<file path="config.mk">
export PLATFORM = sky130hd
export DESIGN_NAME = irq_delay_timers
export DESIGN_NICKNAME = d
export VERILOG_FILES = /design/src/rtl/irq_dly_pkg.sv /design/src/rtl/dly_arm_decode.sv /design/src/rtl/dly_timer.sv /design/src/rtl/irq_delay_timers.sv
export SDC_FILE = /design/constraint.sdc
export NUM_CORES = 1
export LEC_CHECK = 0
export BUFFER_PORTS_ARGS = -buffer_cell sky130_fd_sc_hd__buf_2
export CAP_MARGIN = 20
export CORE_ASPECT_RATIO = 1.5
export CORE_MARGIN = 2
export CORE_UTILIZATION = 48
export DETAILED_ROUTE_END_ITERATION = 12
export GPL_TIMING_DRIVEN = 0
export PLACE_DENSITY = 0.84
export SLEW_MARGIN = 10
export SYNTH_ARGS = -nofsm -noshare
export SYNTH_HDL_FRONTEND = slang
export SYNTH_HIERARCHICAL = 1
export SYNTH_SLANG_ARGS = --single-unit
</file>
<file path="constraint.sdc">
create_clock -name clk -period 2.07 [get_ports clk]
set_clock_uncertainty 0.05 [all_clocks]
set_input_delay 0.207 -clock clk [delete_from_list [all_inputs] [get_ports clk]]
set_output_delay 0.207 -clock clk [all_outputs]
set_load 0.03 [all_outputs]
</file>
<file path="src/rtl/irq_dly_pkg.sv">
package irq_dly_pkg;
  localparam int NUM_TMR = 4;

  typedef enum int {
    TMR_RX_PKT = 0,
    TMR_RX_ABS = 1,
    TMR_TX_PKT = 2,
    TMR_TX_ABS = 3
  } tmr_idx_e;

  function automatic bit tmr_restarts(input int idx);
    return (idx == TMR_RX_PKT) || (idx == TMR_TX_PKT);
  endfunction

  function automatic bit tmr_is_rx(input int idx);
    return (idx == TMR_RX_PKT) || (idx == TMR_RX_ABS);
  endfunction
endpackage

</file>
<file path="src/rtl/dly_arm_decode.sv">
module dly_arm_decode
  import irq_dly_pkg::*;
#(
  parameter int DLY_W = 16
) (
  input  logic                            rx_pkt_done,
  input  logic                            tx_desc_done,
  input  logic                            tx_desc_ide,
  input  logic [NUM_TMR-1:0][DLY_W-1:0]   dly_vec,
  output logic [NUM_TMR-1:0]              arm,
  output logic                            rx_now
);
  logic [NUM_TMR-1:0] nz;

  always_comb begin
    for (int i = 0; i < NUM_TMR; i++) nz[i] = |dly_vec[i];
  end

  logic tx_ok;
  assign tx_ok = tx_desc_done && tx_desc_ide;

  always_comb begin
    arm[TMR_RX_PKT] = rx_pkt_done && nz[TMR_RX_PKT];
    arm[TMR_RX_ABS] = rx_pkt_done && nz[TMR_RX_ABS];
    arm[TMR_TX_PKT] = tx_ok && nz[TMR_TX_PKT];
    arm[TMR_TX_ABS] = tx_ok && nz[TMR_TX_PKT] && nz[TMR_TX_ABS];
    rx_now          = rx_pkt_done && !nz[TMR_RX_PKT] && !nz[TMR_RX_ABS];
  end
endmodule

</file>
<file path="src/rtl/dly_timer.sv">
module dly_timer #(
  parameter int DLY_W   = 16,
  parameter bit RESTART = 1'b1
) (
  input  logic             clk,
  input  logic             rst,
  input  logic [DLY_W-1:0] dly,
  input  logic             arm,
  input  logic             tick,
  input  logic             cancel,
  output logic             running,
  output logic             expire
);
  localparam logic [DLY_W-1:0] ONE = DLY_W'(1);

  logic [DLY_W-1:0] cnt;
  logic             load;

  always_comb begin
    load   = arm && !cancel && (RESTART || !running);
    expire = running && tick && (cnt == ONE) && !cancel && !load;
  end

  always_ff @(posedge clk) begin
    if (rst) begin
      running <= 1'b0;
      cnt     <= '0;
    end else if (cancel) begin
      running <= 1'b0;
    end else if (load) begin
      running <= 1'b1;
      cnt     <= dly;
    end else if (running && tick) begin
      if (cnt == ONE) running <= 1'b0;
      cnt <= cnt - ONE;
    end
  end

  generate
    if (RESTART) begin : g_restart_chk
      AST_PKT_RELOAD: assert property (@(posedge clk) disable iff (rst)
        arm && !cancel |=> running && cnt == $past(dly));
    end else begin : g_hold_chk
      AST_ABS_HOLD: assert property (@(posedge clk) disable iff (rst)
        running && !tick && !cancel |=> running && $stable(cnt));
    end
  endgenerate
endmodule

</file>
<file path="src/rtl/irq_delay_timers.sv">
module irq_delay_timers
  import irq_dly_pkg::*;
#(
  parameter int DLY_W = 16
) (
  input  logic             clk,
  input  logic             rst,
  input  logic             rx_pkt_done,
  input  logic             tx_desc_done,
  input  logic             tx_desc_ide,
  input  logic [DLY_W-1:0] rx_pkt_dly,
  input  logic [DLY_W-1:0] rx_abs_dly,
  input  logic [DLY_W-1:0] tx_pkt_dly,
  input  logic [DLY_W-1:0] tx_abs_dly,
  input  logic             unit_tick,
  input  logic             cancel_all,
  output logic             rx_cause,
  output logic             tx_cause,
  output logic [3:0]       tmr_running
);
  logic [NUM_TMR-1:0][DLY_W-1:0] dly_vec;
  logic [NUM_TMR-1:0]            arm;
  logic [NUM_TMR-1:0]            expire;
  logic [NUM_TMR-1:0]            run_vec;
  logic                          rx_now;

  assign dly_vec[TMR_RX_PKT] = rx_pkt_dly;
  assign dly_vec[TMR_RX_ABS] = rx_abs_dly;
  assign dly_vec[TMR_TX_PKT] = tx_pkt_dly;
  assign dly_vec[TMR_TX_ABS] = tx_abs_dly;

  dly_arm_decode #(.DLY_W(DLY_W)) u_arm (
    .rx_pkt_done (rx_pkt_done),
    .tx_desc_done(tx_desc_done),
    .tx_desc_ide (tx_desc_ide),
    .dly_vec     (dly_vec),
    .arm         (arm),
    .rx_now      (rx_now)
  );

  genvar gi;
  generate
    for (gi = 0; gi < NUM_TMR; gi++) begin : g_tmr
      dly_timer #(.DLY_W(DLY_W), .RESTART(tmr_restarts(gi))) u_tmr (
        .clk    (clk),
        .rst    (rst),
        .dly    (dly_vec[gi]),
        .arm    (arm[gi]),
        .tick   (unit_tick),
        .cancel (cancel_all),
        .running(run_vec[gi]),
        .expire (expire[gi])
      );
    end
  endgenerate

  logic rx_exp_any, tx_exp_any;
  always_comb begin
    rx_exp_any = 1'b0;
    tx_exp_any = 1'b0;
    for (int i = 0; i < NUM_TMR; i++) begin
      if (tmr_is_rx(i)) rx_exp_any = rx_exp_any | expire[i];
      else              tx_exp_any = tx_exp_any | expire[i];
    end
  end

  always_ff @(posedge clk) begin
    if (rst) begin
      rx_cause <= 1'b0;
      tx_cause <= 1'b0;
    end else begin
      rx_cause <= rx_exp_any | rx_now;
      tx_cause <= tx_exp_any;
    end
  end

  assign tmr_running = run_vec;

  AST_RX_IMMEDIATE: assert property (@(posedge clk) disable iff (rst)
    rx_pkt_done && rx_pkt_dly == '0 && rx_abs_dly == '0 |=> rx_cause);
  AST_TX_IDE_GATE: assert property (@(posedge clk) disable iff (rst)
    tx_desc_done && !tx_desc_ide && !tmr_running[2] |=> !tmr_running[2]);
  AST_CANCEL_ALL: assert property (@(posedge clk) disable iff (rst)
    cancel_all |=> tmr_running == 4'b0000 && !tx_cause);
  AST_TICK_ONLY: assert property (@(posedge clk) disable iff (rst)
    !unit_tick && !cancel_all && !rx_pkt_done && !tx_desc_done
    |=> tmr_running == $past(tmr_running) && !tx_cause);
endmodule

</file>
# After elaboration in Yosys (flattened, before gate mapping)
# Index checks and enable logic that the tools add are counted.
# word_totals
register_bits	70
input_bits	71
out_inout_bits	6
elab_cells	101
# op_classes
add_sub_neg	4
eq_ne	4
muxes	20
n_bitwise	4
reduce_logical	59
# op_table
operator	n
two-way mux 16 bit	8
== test 16 x 1 -> 1 bit, second input constant	4
OR reduction 16 bit	4
subtractor 16 x 1 -> 16 bit, second input constant	4
logical AND 1 bit	29
AND reduction 2 bit	8
nonzero test 2 bit	8
two-way mux 1 bit	12
zero test 1 bit	9
OR 1 bit	3
OR reduction 2 bit	1
NOT 1 bit	1

# Longest topological paths before layout
# Gate-level depths: netlist of the first run.
# logic_depth
ltp_word	8
depth_mapped	9
ltp_nobuf	8

# By module
# The synthesis of the first run kept the hierarchy.
# by_module_without_submodules
module	n_inst	cells_each	area_per_inst_um2	seq_area_each_um2
dly_timer at g_tmr[2].u_tmr	1	153	1218.7	340.3
dly_timer at g_tmr[0].u_tmr	1	152	1181.1	340.3
dly_timer at g_tmr[3].u_tmr	1	122	1053.5	340.3
dly_timer at g_tmr[1].u_tmr	1	124	997.2	340.3
dly_arm_decode	1	26	171.4	0.0
irq_delay_timers	1	6	56.3	40.0

# Least setup slack after synthesis of the first run
# OpenSTA, ideal clock, no wires.
# synth_timing
path_kind	reg-to-reg
startpoint	register g_tmr[1].u_tmr.running
endpoint	register g_tmr[1].u_tmr.cnt[12]
setup_time_ps	91
arrival_time_ps	2253
required_ps	1929
path_slack_ps	-324
stages_incl_launch_ff	6
n_path_buf	1
period_less_slack_ps	2394
path_cell_list	dfxtp_1 buf_2 nand4b_1 or4b_2 or4_1 a311oi_1
# synth_between
elab_chain_len	4
word_cells_on_any_way	6
classes_between	mux (1); reduce/logical (5)
# synth_rtl
item	line_no	source
start: declaration	dly_timer.sv:11	output logic running,
start signal: assignment	dly_timer.sv:26	running <= 1'b0;
start signal: assignment	dly_timer.sv:29	running <= 1'b0;
start signal: assignment	dly_timer.sv:31	running <= 1'b1;
zero test 1 bit	dly_timer.sv:20	load = arm && !cancel && (RESTART || !running);
logical AND 1 bit	dly_timer.sv:20	
nonzero test 2 bit (no line)	-	
AND reduction 2 bit (no line)	-	
end signal: assignment	dly_timer.sv:32	cnt <= dly;
end signal: assignment	dly_timer.sv:35	cnt <= cnt - ONE;
end: declaration	dly_timer.sv:16	logic [DLY_W-1:0] cnt;
# Several ways; a longest one is shown, not always the timed one.
# A chain may end at the register's enable or synchronous reset.

# Worst setup path after layout of the first run
# layout_timing
startpoint	register g_tmr[1].u_tmr.cnt[3]
endpoint	register g_tmr[1].u_tmr.cnt[15]
# layout_between
elab_chain_len	3
# layout_rtl
item	line_no	source
subtractor 16 x 1 -> 16 bit	dly_timer.sv:35	
two-way mux 16 bit	dly_timer.sv:33	end else if (running && tick) begin
two-way mux 16 bit	dly_timer.sv:30	end else if (load) begin
# Every way passes these cells. The select of a mux whose other input is x is not followed.

==> results of run 1 <==
## stage by stage
step	hold WS [ns]	cell area, sq um
2_1_floorplan	0.229	4690
3_3_place_gp	0.416	5210
3_5_place_dp	0.425	5210
4_1_cts	0.0710	5550
5_1_grt	0.0866	5640
6_report	0.0860	5640
## logic make-up after synthesis
family	after synthesis
adder cells (fa/ha/maj)	8
buffers and inverters	56
flip-flops	70
AND/OR/NAND/NOR	296
AO/OA/AOI/OAI	136
XOR/XNOR	11
multiplexers	6
## sequential cells by signal, indices dropped and copies added, names as in the netlist
| register | count |
|---|---|
| g_tmr.u_tmr/running | 4 |
| rx_cause | 1 |
| tx_cause | 1 |
| g_tmr.u_tmr/cnt | 64 |
## per-layer routing
metal	part of all wire (%)	up-vias	track usage, %
li1	-	2409	-
met5	0	-	0
met2	52	272	46.7
met4	4.9	0	15.2
met3	5.9	56	4.11
met1	38	2423	30.4
## power by group
| group | internal, W | switching [W] | total (W) |
|---|---|---|---|
| Sequential | 0.00144 | 0.000121 | 0.00156 |
| Clock | 0.000838 | 0.000581 | 0.00142 |
| Combinational | 0.000456 | 0.000543 | 0.000999 |
## synthesized netlist by cell type (3+ instances only)
cell type  number
a32o_1          4
nor4_1         38
nor4b_4         3
xor2_1          5
o31a_1          4
o31ai_1         3
nor4bb_1        4
or4_4           3
a211oi_1       17
inv_1          21
o21ai_0        30
a21oi_1        26
ha_1            8
and2_1         11
dfxtp_1        70
buf_2           4
nor2_1         70
buf_4           6
nand4b_1        3
o22ai_1         3
a311oi_1       13
nand3_1        11
or3_1           8
nand2b_1        7
nor3b_1         7
nor3_1         30
and3_1          3
clkbuf_8        3
clkbuf_1       18
or4_1          11
nand4_1        10
mux2i_1         4
or3b_2          3
o211ai_1        4
or3_2           3
nor2b_1         6
xnor2_1         6
o211a_1         4
nand2_1        37
and4_1          5
a2bb2oi_1       4
nand3b_1        5
## worst max-delay path by stage
stage / from / to / cells after the start
6_report: g_tmr[1].u_tmr/cnt[3] / g_tmr[1].u_tmr/cnt[15] / 4
5_1_grt: g_tmr[1].u_tmr/cnt[0] / g_tmr[1].u_tmr/cnt[12] / 6
4_1_cts: g_tmr[1].u_tmr/cnt[3] / g_tmr[1].u_tmr/cnt[15] / 5
3_5_place_dp: rx_abs_dly[1] / g_tmr[1].u_tmr/cnt[0] / 8
3_3_place_gp: rx_abs_dly[1] / g_tmr[1].u_tmr/cnt[13] / 8
2_1_floorplan: g_tmr[1].u_tmr/cnt[5] / g_tmr[1].u_tmr/cnt[15] / 6
## area by class of cell
cell class	count	area (sq um)
plain buffers	29	186
clock buffers	12	246
clock inverters	4	22.5
fillers	866	3940
inverters	21	78.8
multi-input cells	457	3090
flip-flops and latches	70	1410
well taps	115	144
repair buffers	87	463
## what timing repair did
item	4_1_cts	5_1_grt
endpoints found under the setup margin	30	31
pin swaps	6	9
setup buffers	6	5
resized for setup	15	22
## critical path, delay by kind of cell (launching register included)
family / cells / cell delay [ns]
AO/OA/AOI/OAI: 1 / 0.25
AND/OR/NAND/NOR: 3 / 1.41
flip-flops: 1 / 0.32
==> impl_results.md, run 1 <==
- Status: finished, violations left
- Violations in the final reports: setup timing
- Final Hold Violating Endpoints: 0
- Hold Path Stages: 3
- Routability-driven placement congestion ratio: approximately 0.99
- First drt pass iteration count: 5
- Most frequently used flop master after synthesis: dfxtp_1
- Fraction of synthesis flops using an asynchronous set or reset pin: 0%
- Overall die width: about 85 microns
- Nets@finish: around 750
- Xor/xnor share of the synthesized area: around 2.1%
- Number of buffers created by CTS: 9
- Cells after DPL: between 700 and 800
- Netlist area before placement: between 4000 and 5000 sq um
- Root buf cell: clkbuf_16
- Number of levels in the clock H-tree: 3
- Wire length of the first global-routing pass: about 23 mm
- Number of antenna violations at the first check in global routing: 0
- Top achievable clock speed: 0.471 GHz
- Post-synthesis simple-gate area fraction: 37.9%
- Layout cell share with drive strength beyond 1: about a quarter
- Vias after detailed routing: 5160
- Commonest non-fill, non-tap cell in the layout: buf_2
- Die height: about 120 microns
- Crit path largest cell delay: 0.55 ns
- #FFs+latches synth: 70
- Hold-fix buffers at CTS: 0
- Count of flip-flops with a built-in enable after synthesis: 0
- Worst rel slew slack: 54.7%
- Overall Power: a little under 0.004 W
- Count of mapped cells out of synthesis: 583
- Drt wl/cell: 18.1 microns
- Worst IR Drop VDD: a little over 0.0004 V
- Setup violation total in the final timing report: 5
- Starting density of the core: between 40% and 50%
- Dpl ws: -0.634 ns
- Path depth of the worst reg2reg path: 4
- Largest net degree at the start of global routing: 23
- Worst Min Path Start: tx_abs_dly[1]
- Pins Over Slew Limit: 0
- CTS tree: done
- Drc violations: 0
- Hold/Removal Path Class: in -> reg
- Critical path launch point type: flop
- Worst-Margin Slew: 0.674 ns
- RR Endpoint: g_tmr[1].u_tmr/cnt[15]
- Worst reg2reg path startpoint: g_tmr[1].u_tmr/cnt[3]
- Global-route usage over all layers: roughly a quarter
- Cell taking the most area after synthesis: dfxtp_1
- Minimum period implied by the final worst setup slack: between 2 and 2.5 ns
- Arrival time at the worst endpoint: around 2.3 ns
- Antenna Cells: 0
- Per-cell via count in the routed design: 6.49
- Num ports: 77
- Area share of the leading cell type in the synthesized netlist: between 20% and 30%
- Final WL: between 10 and 15 mm
- Fin crit share: 103%
- Distinct cells, synth: 73
- Clock-pin slew of the registers on the worst-case setup and hold paths: 0.06 ns
- Start-to-end type of the worst setup path: reg -> reg
- Post-synthesis net count: about 660
- Clock latency at the later pin of the worst-skew pair: around 0.33 ns
- Top library cells by usage in the layout, fill and taps aside: 78 x buf_2, 69 x nor2_1, 60 x dfxtp_1, 37 x nand2_1, 34 x nor4_1
- Share of the core filled with cells: ~60%
- Portion of netlist area occupied by mux cells: 1.34%
- Number of sinks on the clock net: 70
- Worst-path maximum fanout: 6
- Yosys warnings: 6
- Detailed placer's ending HPWL: 10.2 mm
- Share of the yosys chip area belonging to registers: ~30%
- Rows: 44
- Cell Chain, Critical Path: or4_4 -> or4b_4 -> or3_1 -> a311oi_1
- Share of the synthesized area in compound gates (AO/OA/AOI/OAI): 20.4%
- Hold path endpoint: g_tmr[3].u_tmr/cnt[1]
- Number of DRC markers in iteration 0: 360
- Setup crit end kind: flop
- WP data required: 2.26 ns
- Mean instance size in the synthesized netlist: 8.02 sq um
- Arithmetic-cell share of the synthesized area counting full adders, half adders and majority gates: under 10%
- Main combinational cell family by area after synthesis: simple AND/OR/NAND/NOR gates
- Cell types occupying the most area after synthesis: dfxtp_1 30%, nor2_1 5.6%, nor4_1 5.1%
- Unrepaired setup endpoints after global routing: yes
- Max-cap violations: 0
- Largest buffer count on any clock path: 2
- Final ANT Viol Nets: 0
- Power Density: ~700 nW/um^2
- Final TNS setup: -0.181 ns
- Core area: 9580 sq um
- P_leak: between 2 and 2.5 nW
- Area of the die: between 10000 and 15000 sq um
- Total grt overflow: 0
- Count of placed standard cells in the final layout, fillers left out: roughly 800
- Slowest CP cell: or4b_4
- Number of global-route vias before repair: approximately 5000
- Area overhead of the layout relative to synthesis: 20.6%
- Number of I/O port buffers: 76
- Worst reg-to-reg setup slack: -0.05 ns
- Post-layout worst setup margin: -0.0525 ns
Note: power is estimated with default switching activity, not from simulation.
==> inputs of run 2 (changes only) <==
--- a/config.mk
+++ b/config.mk
@@ -13,6 +13,7 @@
 export DETAILED_ROUTE_END_ITERATION = 12
 export GPL_TIMING_DRIVEN = 0
 export PLACE_DENSITY = 0.84
+export SKIP_LAST_GASP = 1
 export SLEW_MARGIN = 10
 export SYNTH_ARGS = -nofsm -noshare
 export SYNTH_HDL_FRONTEND = slang
==> impl_results.md, run 2 (synthesis gave the netlist of run 1 again) <==
- Status: finished, violations left
- Violations in the final reports: setup timing
- Number of buffers created by CTS: 9
- Max-cap violations: 0
- Fin crit share: 103%
- Routability-driven placement congestion ratio: around 0.99
- WP data required: 2.26 ns
- Drt wl/cell: ~18 microns
- Reg with most FFs: g_tmr.u_tmr/cnt
- Top Registers: g_tmr.u_tmr/cnt: 64 flops, g_tmr.u_tmr/running: 4 flops
- Hold-fix buffers at CTS: 0
- Setup crit end kind: flop
- Clock latency at the later pin of the worst-skew pair: roughly 0.34 ns
- Total grt overflow: 0
- Die height: about 120 microns
- Worst-path maximum fanout: 6
- Path depth of the worst reg2reg path: 4
- Detailed placer's ending HPWL: roughly 10 mm
- Cell Chain, Critical Path: or4_4 -> or4b_4 -> or3_1 -> a311oi_1
- Num ports: 77
- Worst rel slew slack: roughly 52%
- Core area: between 9000 and 10000 sq um
- Worst-Margin Slew: about 0.7 ns
- Number of DRC markers in iteration 0: around 370
- RR Endpoint: g_tmr[1].u_tmr/cnt[15]
- Overall die width: 84.6 microns
- Number of I/O port buffers: 76
- Worst reg-to-reg setup slack: -0.05 ns
- Final ANT Viol Nets: 0
- Area of the die: ~11000 sq um
- Rows: 44
- Wire length of the first global-routing pass: 23.5 mm
- Final WL: between 10 and 15 mm
- Family of cells with the greatest summed delay on the critical path: simple AND/OR/NAND/NOR gates
- P_leak: around 2.2 nW
- Start-to-end type of the worst setup path: reg -> reg
- Number of sinks on the clock net: 70
- Count of placed standard cells in the final layout, fillers left out: approximately 800
- Minimum period implied by the final worst setup slack: 2.12 ns
- Number of global-route vias before repair: ~5000
- Starting density of the core: 48.8%
- Number of antenna violations at the first check in global routing: 0
- Critical path launch point type: flop
- Root buf cell: clkbuf_16
- Power Density: 705 nW/um^2
- Number of levels in the clock H-tree: 3
- Logic depth of the worst path, buffers included: 4
- Per-cell via count in the routed design: between 6 and 7
- Post-layout worst setup margin: -0.0540 ns
- Finished layout cell area: between 5000 and 6000 sq um
- Vias after detailed routing: about 5200
- Worst reg2reg path startpoint: g_tmr[1].u_tmr/cnt[3]
- Capturing instance or port of the critical path: g_tmr[1].u_tmr/cnt[15]
- Worst Setup SP: g_tmr[1].u_tmr/cnt[3]
- Total placed instance area: ~5200 sq um
- Layout cell share with drive strength beyond 1: 26.0%
- Clock-pin slew of the registers on the worst-case setup and hold paths: roughly 0.06 ns
- Area overhead of the layout relative to synthesis: 20.6%
- Drc violations: 0
- Top achievable clock speed: between 0.4 and 0.5 GHz
- Commonest non-fill, non-tap cell in the layout: buf_2
- Hold/Removal Path Class: in -> reg
- Final Hold Violating Endpoints: 0
- Nets@finish: about 750
- Worst IR Drop VDD: 0.000414 V
- Cells after DPL: between 700 and 800
- Setup violation total in the final timing report: 4
- Pins Over Slew Limit: 0
- Crit path largest cell delay: roughly 0.55 ns
- CP bufs+invs: 0
- Largest buffer count on any clock path: 2
- Slowest CP cell: or4b_4
- CTS tree: done
- Flip-flop count of the largest register, all copies and words added: 64
- Unrepaired setup endpoints after global routing: yes
- Largest net degree at the start of global routing: 23
- Arrival time at the worst endpoint: between 2 and 2.5 ns
- First drt pass iteration count: 6
- Antenna Cells: 0
- Top library cells by usage in the layout, fill and taps aside: 78 x buf_2, 69 x nor2_1, 60 x dfxtp_1, 37 x nand2_1, 34 x nor4_1
- Global-route usage over all layers: roughly a quarter
run 2: cell counts in the layout (fill, tap and decap cells not counted):
No cell type changed its count.
run 2: cell type report:
cell class              count  area, sq um
inverters                  21         78.8
flip-flops and latches     70         1410
well taps                 115          144
repair buffers             87          463
clock inverters             4         22.5
fillers                   866         3940
plain buffers              29          186
clock buffers              12          246
multi-input cells         457         3090
run 2: metrics by stage:
step           setup slack [ns]  utilization (%)  setup TNS, ns  hold WS [ns]  total power (W)
2_1_floorplan            -0.187                -         -0.742         0.229          0.00221
3_3_place_gp             -0.570             54.4         -20.18         0.416          0.00247
3_5_place_dp             -0.634             54.4         -22.00         0.425          0.00250
4_1_cts                  -0.133             57.9         -0.486        0.0710          0.00393
5_1_grt                  -0.141             58.9         -0.522        0.0866          0.00416
6_report                -0.0540             58.9         -0.181        0.0867          0.00398
run 2: how the worst min path moves through the flow:
stage	startpoint	endpoint	cells past startpoint
CTS	rx_abs_dly[1]	g_tmr[1].u_tmr/cnt[1]	3
finish	rx_abs_dly[1]	g_tmr[1].u_tmr/cnt[1]	3
floorplan	rst	rx_cause	1
detailed placement	tx_abs_dly[1]	g_tmr[3].u_tmr/cnt[1]	3
global route	rx_abs_dly[1]	g_tmr[1].u_tmr/cnt[1]	3
global placement	rx_abs_dly[1]	g_tmr[1].u_tmr/cnt[1]	3
run 2: worst reg2reg max path, stage by stage (launching register included):
cell      delay, ns
dfxtp_2        0.32
or4_4          0.53
or4b_4         0.55
or3_1          0.33
a311oi_1       0.25
run 2: where the power goes:
group / switching, W / internal, W
combinational: 0.000542 / 0.000456
clock: 0.000584 / 0.000838
sequential: 0.000121 / 0.00144
run 2: metal layers:
| metal | routed length, microns | GRT usage (%) |
|---|---|---|
| met1 | 5410 | 30.4 |
| met2 | 7390 | 46.7 |
| met3 | 883 | 4.11 |
| met4 | 755 | 15.2 |
| met5 | 0 | 0 |
run 2: timing repair:
| item | 4_1_cts | 5_1_grt |
|---|---|---|
| pin swaps | 6 | 9 |
| setup buffers | 6 | 5 |
| hold endpoints to repair | 0 | 0 |
| resized for setup | 15 | 22 |
| endpoints found under the setup margin | 30 | 31 |
==> inputs of run 3 (changes only) <==
--- a/config.mk
+++ b/config.mk
@@ -9,10 +9,10 @@
 export CAP_MARGIN = 20
 export CORE_ASPECT_RATIO = 1.5
 export CORE_MARGIN = 2
-export CORE_UTILIZATION = 48
+export CORE_UTILIZATION = 52
 export DETAILED_ROUTE_END_ITERATION = 12
 export GPL_TIMING_DRIVEN = 0
-export PLACE_DENSITY = 0.84
+export PLACE_DENSITY = 0.89
 export SKIP_LAST_GASP = 1
 export SLEW_MARGIN = 10
 export SYNTH_ARGS = -nofsm -noshare
==> constraint.sdc (replaced) <==
create_clock -name clk -period 1.76 [get_ports clk]
set_clock_uncertainty 0.05 [all_clocks]
set_input_delay 0.176 -clock clk [delete_from_list [all_inputs] [get_ports clk]]
set_output_delay 0.176 -clock clk [all_outputs]
set_load 0.03 [all_outputs]
==> impl_results.md, run 3 (synthesis gave the netlist of run 1 again) <==
- Area of the die: 9790 sq um
- Switching share of power: 31.9%
- Largest net degree at the start of global routing: 23
- Capturing instance or port of the critical path: g_tmr[1].u_tmr/cnt[11]
- Part of the power in registers: between 30% and 40%
- Number of antenna violations at the first check in global routing: 1
- Crit path largest cell delay: about 0.56 ns
- Setup crit end kind: flop
- Number of I/O port buffers: 76
- Violations in the final reports: setup timing
- Worst reg-to-reg setup slack: -0.48 ns
- Number of DRC markers in iteration 0: about 500
- Wire length of the first global-routing pass: between 20 and 30 mm
- Pins Over Slew Limit: 0
- Logic depth of the worst path, buffers included: 4
- CTS tree: done
- Arrival time at the worst endpoint: between 2 and 2.5 ns
- Worst rel slew slack: between 50% and 60%
- Dpl ws: -0.759 ns
- Family of cells with the greatest summed delay on the critical path: simple AND/OR/NAND/NOR gates
- Critical path launch point type: flop
- Clock latency at the later pin of the worst-skew pair: 0.34 ns
- Num ports: between 70 and 80
- Worst Min Path Start: rx_abs_dly[1]
- Total grt overflow: 0
- Largest buffer count on any clock path: 2
- Final Hold Violating Endpoints: 0
- Number of levels in the clock H-tree: 3
- Overall Power: roughly 0.0052 W
- Drc violations: 0
- Worst reg2reg path startpoint: g_tmr[1].u_tmr/cnt[3]
- Number of sinks on the clock net: 70
- Per-cell via count in the routed design: around 6.8
- Max-cap violations: 0
- Worst Setup SP: g_tmr[1].u_tmr/cnt[3]
- Drt wl/cell: ~22 microns
- CP bufs+invs: 0
- Overall die width: between 80 and 90 microns
- Start-to-end type of the worst setup path: reg -> reg
- Path depth of the worst reg2reg path: 4
- Commonest non-fill, non-tap cell in the layout: buf_2
- Power Density: roughly 800 nW/um^2
- Final ANT Viol Nets: 0
- Detailed placer's ending HPWL: 10.4 mm
- Worst IR Drop VDD: around 0.00073 V
- Slowest CP cell: or4b_4
- Nets@finish: approximately 800
- Rows: between 40 and 50
- Internal power consumption: 0.00355 W
- Cell Chain, Critical Path: or4_4 -> or4b_4 -> or3_4 -> a311oi_2
- Root buf cell: clkbuf_16
- Setup violation total in the final timing report: 39
- Area overhead of the layout relative to synthesis: 40.1%
- Clk pwr share: between 30% and 40%
- Routability-driven placement congestion ratio: 0.950
- Number of buffers created by CTS: 9
- Reg with most FFs: g_tmr.u_tmr/cnt
- Starting density of the core: between 50% and 60%
- Hold/Removal Path Class: in -> reg
- Vias after detailed routing: about 5700
- Power spent charging and discharging nets: approximately 0.0017 W
- Post-layout worst setup margin: -0.483 ns
- Minimum period implied by the final worst setup slack: about 2.2 ns
- Clock-pin slew of the registers on the worst-case setup and hold paths: around 0.050 ns
- Unrepaired setup endpoints after global routing: yes
- Core area: about 9000 sq um
- P_leak: about 2.6 nW
- WP data required: a little under 2 ns
- RR Endpoint: g_tmr[1].u_tmr/cnt[11]
- Worst-Margin Slew: between 0.6 and 0.7 ns
- Comb power frac: ~31%
- Fin crit share: 127%
- Flip-flop count of the largest register, all copies and words added: 64
- Top Registers: g_tmr.u_tmr/cnt: 64 flops, g_tmr.u_tmr/running: 4 flops
- Status: finished, violations left
- Share of the core filled with cells: about three quarters
- Top achievable clock speed: between 0.4 and 0.5 GHz
- Final WL: around 18 mm
- Worst-path maximum fanout: 6
- Global-route usage over all layers: 33.2%
- Number of global-route vias before repair: 5402
- Hold-fix buffers at CTS: 0
- First drt pass iteration count: 5
- Layout cell share with drive strength beyond 1: between 40% and 50%
- Top library cells by usage in the layout, fill and taps aside: 78 x buf_2, 68 x nor2_1, 55 x buf_4, 47 x dfxtp_1, 37 x nand2_1
- Die height: 120 microns
## run 3: changes by cell type in the layout (fill, tap and decap cells not counted), moves of 5 or more
cell and delta:
a211oi_2 +5, a311oi_2 +5, or3_4 +5, a311oi_1 -5
nor4_4 +8, nor4_1 -11, nor3_2 +9, buf_6 +5
nor3_1 -10, dfxtp_2 +5, dfxtp_1 -13, dfxtp_4 +8
buf_4 +37, a211oi_1 -5
## run 3: worst min-delay path by stage
stage	cells after the start	slack, ns	endpoint
after floorplan	1	0.20	rx_cause
after global placement	3	0.39	g_tmr[1].u_tmr/cnt[1]
after detailed placement	3	0.42	g_tmr[1].u_tmr/cnt[1]
after CTS	3	0.05	g_tmr[1].u_tmr/cnt[1]
after global routing	3	0.07	g_tmr[1].u_tmr/cnt[1]
final	3	0.08	g_tmr[1].u_tmr/cnt[1]
## run 3: per-layer routing
| metal | track usage, % | vias to the layer above | part of all wire [%] |
|---|---|---|---|
| met3 | 7.01 | 94 | 7.6 |
| met2 | 56.3 | 365 | 51 |
| li1 | - | 2505 | - |
| met4 | 20.6 | 0 | 5.4 |
| met1 | 36.7 | 2717 | 36 |
| met5 | 0 | - | 0 |
## run 3: layout make-up
class | count | area (sq um)
Fill cell | 544 | 2220
Buffer | 26 | 201
Inverter | 21 | 83.8
Tap cell | 110 | 138
Antenna cell | 1 | 2.50
Multi-Input combinational cell | 458 | 3540
Sequential cell | 70 | 1450
Clock buffer | 16 | 282
Timing Repair Buffer | 131 | 855
## run 3: metrics by stage
stage	area, sq um	hold WS, ns	setup TNS [ns]	cells
after floorplan	4730	0.198	-3.36	583
after global placement	5250	0.389	-31.16	769
after detailed placement	5250	0.416	-32.81	769
after CTS	5960	0.0545	-5.01	807
after global routing	6550	0.0690	-7.29	833
final	6550	0.0786	-5.75	833
## run 3: tightest hold or removal path, cell delays in order
cell,delay [ns]
buf_2,0.12
nand2_1,0.07
a21oi_1,0.06
## run 3: power groups by stage
stage	registers, W	logic (W)	clock network (W)
final	0.00185	0.00163	0.00174
after global routing	0.00186	0.00172	0.00181
after CTS	0.00182	0.00128	0.00175
after detailed placement	0.00185	0.00110	0
after global placement	0.00184	0.00106	0
after floorplan	0.00182	0.000787	0
## run 3: what timing repair did
action	in CTS	in global routing
endpoints found under the hold margin	0	0
pin swaps	33	45
buffers inserted	25	28
setup endpoints to repair	64	62
resized for setup	64	91
cloned	0	3
